### src/rtl/pcs_pkg.sv
package pcs_pkg;
  localparam int NUM_PINS = 4;
  // Status positions driven by the active-low pins, index = pin number
  localparam int PIN_POS [NUM_PINS] = '{1, 6, 7, 9};
  localparam int POS_FORCED = 0;
  localparam int POS_EMPH0  = 2;

  // Emphasis code to positions {4,3,2}
  function automatic logic [2:0] emph_map(input logic [1:0] code);
    case (code)
      2'b00:   emph_map = 3'b111;
      2'b01:   emph_map = 3'b011;
      2'b10:   emph_map = 3'b001;
      default: emph_map = 3'b000;
    endcase
  endfunction
endpackage

### src/rtl/pcs_block_pos.sv
module pcs_block_pos #(
  parameter int BLOCK_LEN = 192,
  parameter int CNT_W = $clog2(BLOCK_LEN)
) (
  input  logic             clk,
  input  logic             rst,
  input  logic             frame_stb,
  input  logic             blk_in,
  output logic [CNT_W-1:0] cur_idx,
  output logic [CNT_W-1:0] cnt
);
  localparam logic [CNT_W-1:0] LAST = CNT_W'(BLOCK_LEN - 1);

  logic blk_q;
  logic rise;

  assign rise    = blk_in & ~blk_q;
  assign cur_idx = rise ? '0 : cnt;

  always_ff @(posedge clk) begin
    if (rst) begin
      cnt   <= '0;
      blk_q <= 1'b0;
    end else if (frame_stb) begin
      blk_q <= blk_in;
      cnt   <= (cur_idx == LAST) ? '0 : cur_idx + 1'b1;
    end
  end
endmodule

### src/rtl/pcs_pin_merge.sv
module pcs_pin_merge
  import pcs_pkg::*;
#(
  parameter int CNT_W = 8
) (
  input  logic [CNT_W-1:0]    idx,
  input  logic                c_ser,
  input  logic                xparent,
  input  logic [NUM_PINS-1:0] pin_n,
  input  logic [1:0]          emph,
  output logic                c_bit
);
  logic [NUM_PINS-1:0] pin_hit;
  logic [2:0]          emph_bits;
  logic                forced;

  genvar g;
  generate
    for (g = 0; g < NUM_PINS; g++) begin : g_pin
      assign pin_hit[g] = (idx == CNT_W'(PIN_POS[g])) & ~pin_n[g];
    end
  endgenerate

  assign emph_bits = emph_map(emph);

  always_comb begin
    forced = |pin_hit;
    if (idx == CNT_W'(POS_FORCED)) forced = 1'b1;
    for (int k = 0; k < 3; k++) begin
      if (idx == CNT_W'(POS_EMPH0 + k)) forced = forced | emph_bits[k];
    end
    c_bit = xparent ? c_ser : (c_ser | forced);
  end
endmodule

### src/rtl/pro_cstat_gen.sv
module pro_cstat_gen #(
  parameter int BLOCK_LEN = 192,
  parameter int CNT_W = $clog2(BLOCK_LEN)
) (
  input  logic       clk,
  input  logic       rst,
  input  logic       frame_stb,
  input  logic       c_ser,
  input  logic       blk_in,
  input  logic       xparent,
  input  logic [3:0] pin_n,
  input  logic [1:0] emph,
  output logic       c_out
);
  logic [CNT_W-1:0] cur_idx;
  logic [CNT_W-1:0] blk_cnt;
  logic             c_bit;

  pcs_block_pos #(.BLOCK_LEN(BLOCK_LEN), .CNT_W(CNT_W)) u_pos (
    .clk(clk), .rst(rst), .frame_stb(frame_stb), .blk_in(blk_in),
    .cur_idx(cur_idx), .cnt(blk_cnt)
  );

  pcs_pin_merge #(.CNT_W(CNT_W)) u_merge (
    .idx(cur_idx), .c_ser(c_ser), .xparent(xparent), .pin_n(pin_n),
    .emph(emph), .c_bit(c_bit)
  );

  always_ff @(posedge clk) begin
    if (rst)            c_out <= 1'b0;
    else if (frame_stb) c_out <= c_bit;
  end
endmodule

### config.mk
export PLATFORM = sky130hd
export DESIGN_NAME = pro_cstat_gen
export DESIGN_NICKNAME = d
export VERILOG_FILES = /design/src/rtl/pcs_pkg.sv /design/src/rtl/pcs_block_pos.sv /design/src/rtl/pcs_pin_merge.sv /design/src/rtl/pro_cstat_gen.sv
export SDC_FILE = /design/constraint.sdc
export NUM_CORES = 1
export LEC_CHECK = 0
export CORE_UTILIZATION = 30
export DETAILED_ROUTE_END_ITERATION = 8
export GPL_TIMING_DRIVEN = 1
export PLACE_DENSITY = 0.56
export RECOVER_POWER = 25
export SYNTH_ARGS = -nofsm -noshare
export SYNTH_HDL_FRONTEND = slang
export SYNTH_SLANG_ARGS = --single-unit
### constraint.sdc
create_clock -name clk -period 2.7 [get_ports clk]
set_input_delay 0.81 -clock clk [delete_from_list [all_inputs] [get_ports clk]]
set_output_delay 0.81 -clock clk [all_outputs]
set_load 0.1 [all_outputs]
Yosys cells after proc, flatten, opt, wreduce, memory -nomap -nowiden
Index checks and enable logic that the tools add are counted.
- $add $sub $neg: 1
- equal/unequal tests: 10
- mux-type cells: 8
- bitwise logic cells: 14
- reductions and logical operators: 3
- operators by type and width (operator ; count):
    $eq 8x3->1 const B ; 3
    $eq 8x2->1 const B ; 2
    $mux 8 ; 2
    $pmux 3 s3 ; 1
    $add 8x1->8 const B ; 1
    $eq 8x1->1 const B ; 1
    $eq 8x4->1 const B ; 1
    $eq 8x8->1 const B ; 1
    $logic_not 8->1 ; 1
    $and 1x1->1 ; 5
    $mux 1 ; 5
    $not 1->1 ; 5
    $or 1x1->1 ; 4
    $reduce_or 4->1 ; 1
    $eq 2x1->1 const B ; 1
    $eq 2x2->1 const B ; 1
    $logic_not 2->1 ; 1
- register bits after elaboration: 10
- input bits: 12
- logic and storage cells: 39

Logic depth before layout (Yosys ltp)
- word-level depth: 15
- depth in mapped cells: 5

Hierarchy
A second synthesis with hierarchy kept.
- cell total of the unflattened synthesis: 81
- area total of the unflattened synthesis: 658.1 um^2
- modules (own cells, without submodules) (module ; instances ; cells an instance ; area an instance (um^2) ; seq. area each (um^2)):
    pcs_block_pos ; 1 ; 64 ; 538.0 ; 180.2
    pcs_pin_merge ; 1 ; 14 ; 86.3 ; 0.0
    pro_cstat_gen ; 1 ; 3 ; 33.8 ; 20.0

Worst setup path before layout
Ideal clock, no wire load.
- kind: input to register
- from: in emph[1]
- to: reg c_out
- setup time: 80 ps
- data arrival time: 1713 ps
- required time: 2620 ps
- path slack: 908 ps
- stages on the path: 4
- buffers on the path: 0
- cell sequence: or4_1 -> a31oi_1 -> o211ai_1 -> a211oi_2
- cells in the longest elaborated chain, start to end: 10
- elaborated cells between the ends (all ways): 12
- ends and longest elaborated chain (what ; line ; RTL):
    start, declared ; pro_cstat_gen.sv:12 ; input logic [1:0] emph,
    $eq 2x2->1 (tied with other cells) ; pcs_pkg.sv:10 ; case (code)
    $pmux 3 s3 (*) ; pcs_pkg.sv:10 ;
    $or 1x1->1 ; pcs_pin_merge.sv:30 ; if (idx == CNT_W'(POS_EMPH0 + k)) forced = forced | emph_bits[k];
    $mux 1 ; pcs_pin_merge.sv:30 ;
    $or 1x1->1 ; pcs_pin_merge.sv:30 ;
    $mux 1 ; pcs_pin_merge.sv:30 ;
    $or 1x1->1 ; pcs_pin_merge.sv:30 ;
    $mux 1 (*) ; pcs_pin_merge.sv:30 ;
    $or 1x1->1 (*) ; pcs_pin_merge.sv:32 ; c_bit = xparent ? c_ser : (c_ser | forced);
    $mux 1 (*) ; pcs_pin_merge.sv:32 ;
    end signal, assigned ; pro_cstat_gen.sv:31 ; else if (frame_stb) c_out <= c_bit;
    end, declared ; pro_cstat_gen.sv:13 ; output logic c_out
Every way passes the cells marked *; elsewhere a longest branch is shown, timed or not.
A chain may end at the register's enable or synchronous reset.

Worst setup path after layout
- from: reg c_out
- to: out c_out
No word-level cell between the ends.

==> key figures <==
Timing
  • Fin. Hold Viols: 0
  • Hold Slack: about 0.5 ns
  • Final setup fails: 0
  • Fmax: 0.444 GHz
  • Fin crit share: between 80% and 90%
  • Worst relative slew slack: ~23%
  • Skew final: around 0.0013 ns
  • Fin. max-slew vios: 0
  • Worst setup margin: between 0.4 and 0.5 ns
  • Unrepaired setup endpoints after global routing: false
  • Setup TNS: 0 ns
  • Fin crit period: approximately 2.3 ns
  • Slew @ Worst Pin: about 1.2 ns

Run
  • Max-cap violations: 0

Routing
  • Wl on met1: 608 µm
  • Initial DRC count: 18
  • Detailed Route WL: around 1300 µm
  • Vias per std cell: approximately 5.2
  • Routed len/inst: 11.7 µm
  • Routed length on met2: 556 µm
  • DRC viols: 0
  • DR top layer: met4
  • Met3 WL: approximately 110 µm
  • Via count: approximately 580
  • DR pass1 iterations: 6
  • Post-DRT Antenna Nets: 0

Placement
  • Dpl hpwl: around 940 µm
  • Port Buffer Count: 12
  • Dpl ws: between 0.4 and 0.5 ns
  • GPL Wtd Cong: 0.731

Floorplan
  • Die area: 2120 µm²
  • Chip Height: ~46 µm
  • # rows: 15
  • Initial core utilization: around a third
  • IO Pins: 13
  • Core Area: around 1800 µm²
  • Die Wd: roughly 46 µm

Synth
  • Post-Syn Instances: between 70 and 80
  • Yosys synthesis warning count: 0
  • Syn nets: 86
  • Mapped Area: 581 µm²
  • Yosys reg bits: 10
  • Mean post-synth cell area: roughly 8 µm²
  • Count of cell types in the netlist: 32
  • Sequential fraction of the synthesis area: between 30% and 40%

Critical path
  • Max incr delay on CP: 0.86 ns
  • FF-to-FF Start: u_pos.cnt[0]
  • Reg2reg setup slack: about 1.0 ns
  • Largest fanout on the critical path: 2
  • R2r endpoint: c_out
  • CP max-delay cell: clkbuf_1
  • CP cell instances: clkbuf_1
  • CP Buf/Inv Count: 1
  • Critical Path RT: roughly 1.9 ns
  • CP Launch Point: c_out
  • Reg2Reg Depth: 4
  • Crit end category: output pin
  • Cell family with most CP delay: buffers and inverters
  • CP startpoint kind: flip-flop
  • Type of the worst setup path: reg2out
  • Critical path arrival: 1.44 ns

Run status
  • Outcome: completed

Power
  • Net Switching: around 90 µW
  • Int Power: between 200 and 250 µW
  • Switching Fraction: between 20% and 30%
  • Power share of the combinational group: between 10% and 20%
  • Peak supply drop: about 260 µV
  • Leak: roughly 0.25 nW
  • Clock share of power: 32.2%
  • Sequential share of power: about half
  • Power per Cell Area: around 440 nW/µm²

Clock network
  • Worst-Skew Late Latency: around 0.26 ns
  • Hold_buf cts: 0
  • Clk slew on worst S/H paths: 0.07 ns
  • CTS tree: done
  • Clock buffer depth: 2
  • Clock root buffer master: clkbuf_4
  • CTS Sinks: 10
  • Post-CTS sizing: 0
  • # Post-CTS Setup Buffers: 0
  • H-tree Lvls: 1
  • Num CTS Buffers: 3

Cells and area
  • # fillers: approximately 200
  • Area Growth Syn to Fin: 25.4%
  • Multi-input gate area: between 300 and 400 µm²
  • Layout cell share with drive strength beyond 1: 8.24%
  • Nets: 99
  • Sequential cell area: around 200 µm²
  • Antenna diode count: 0

Global route
  • Overflow after GRT: 0
  • Pin count of the biggest net entering global routing: 13
  • Tot GR Track Use: 13.8%
  • Vias in the first global route: 463
  • First-pass GRT wire length: just over 2000 µm
  • Initial antenna violation count: 0

Min path
  • Worst Hold End: c_out
  • Hold path cells: 2
  • Worst min-delay path class: reg2reg
  • HP Start: c_out
[per-stage QoR]
| step | cells | total power, mW | cell area, µm² | utilization, % |
|---|---|---|---|---|
| detailed placement | 107 | 0.221 | 709 | 40.2 |
| CTS | 110 | 0.324 | 732 | 41.5 |
| floorplan | 74 | 0.198 | 581 | - |
| global placement | 107 | 0.221 | 709 | 40.2 |
| global route | 110 | 0.336 | 728 | 41.3 |
| finish | 110 | 0.318 | 728 | 41.3 |
[cell usage in the layout (no fill, tap or decap)]
master | Yosys | routed
inv_1 | 1 | 1
a32o_1 | 1 | 1
clkbuf_1 | 2 | 1
nand2b_1 | 1 | 1
nor3_1 | 3 | 3
buf_4 | 2 | 1
dfxtp_1 | 10 | 10
nand4b_1 | 2 | 2
and3_1 | 1 | 1
o311ai_0 | 2 | 2
mux2_2 | 1 | 1
clkbuf_4 | 0 | 3
a211o_1 | 1 | 1
nand3b_1 | 1 | 1
o32ai_1 | 1 | 1
nand2_1 | 7 | 7
nor2_1 | 7 | 7
nand3_1 | 2 | 2
nor2b_1 | 2 | 2
clkdlybuf4s50_1 | 0 | 10
dlygate4sd3_1 | 0 | 1
o21ai_1 | 1 | 1
a211oi_2 | 1 | 1
inv_2 | 1 | 1
o21ai_0 | 5 | 5
nand4_1 | 2 | 2
or3b_1 | 2 | 2
or4_1 | 1 | 1
mux2_1 | 1 | 1
mux2i_1 | 1 | 1
a31oi_1 | 1 | 1
or3_1 | 1 | 1
o211ai_1 | 1 | 1
a21oi_1 | 8 | 8
[Yosys cell counts]
library cell,count,area (µm²)
and3_1,1,6.26
a21oi_1,8,40.0
dfxtp_1,10,200
mux2i_1,1,10.0
buf_4,2,15.0
o211ai_1,1,7.51
nand4b_1,2,17.5
or3_1,1,6.26
mux2_1,1,11.3
nand3_1,2,10.0
clkbuf_1,2,7.51
mux2_2,1,11.3
nand2_1,7,26.3
nor2b_1,2,12.5
or4_1,1,7.51
o32ai_1,1,8.76
nor2_1,7,26.3
a32o_1,1,10.0
nor3_1,3,15.0
buf_2,1,5.00
inv_1,1,3.75
o21ai_0,5,25.0
a211oi_2,1,12.5
nand3b_1,1,7.51
o21ai_1,1,5.00
o311ai_0,2,17.5
nand4_1,2,12.5
a211o_1,1,8.76
a31oi_1,1,6.26
or3b_1,2,17.5
nand2b_1,1,6.26
inv_2,1,3.75
[state kept, by name, summed over array words and instances, names as in the netlist]
signal       flops
u_pos.blk_q      1
c_out            1
u_pos.cnt        8
[layer usage]
layer  vias to the layer above  GRT usage (%)
met5                         -              0
met3                         2           4.76
met2                        33           19.4
met4                         0           5.29
li1                        297              -
met1                       243           19.1
[cell type report]
cell class	instances	share of cell area, %
Multi-Input combinational cell	57	47.4
Sequential cell	10	27.5
Timing Repair Buffer	13	16.7
Tap cell	25	4.30
Clock buffer	3	3.09
Inverter	2	1.03
[power by group through the flow]
stage          combinational, mW  sequential, mW  clock (mW)
2_1_floorplan             0.0319           0.166           0
3_3_place_gp              0.0594           0.161           0
3_5_place_dp              0.0594           0.161           0
4_1_cts                   0.0596           0.158       0.107
5_1_grt                   0.0634           0.159       0.114
6_report                  0.0582           0.158       0.102
[cells by family (layout without fill, tap and decap cells)]
logic type / after synthesis / count (layout) / synth area share [%]
buffers and inverters: 7 / 18 / 6.03
muxes: 3 / 3 / 5.60
AOI/OAI and AO/OA: 22 / 22 / 24.4
DFF: 10 / 10 / 34.5
and+or+nand+nor: 32 / 32 / 29.5
[worst max-delay path by stage]
stage	end	cells past startpoint
finish	c_out	1
global route	c_out	1
CTS	c_out	5
detailed placement	c_out	5
global placement	c_out	5
floorplan	c_out	4
(Power assumes the default switching activity.)
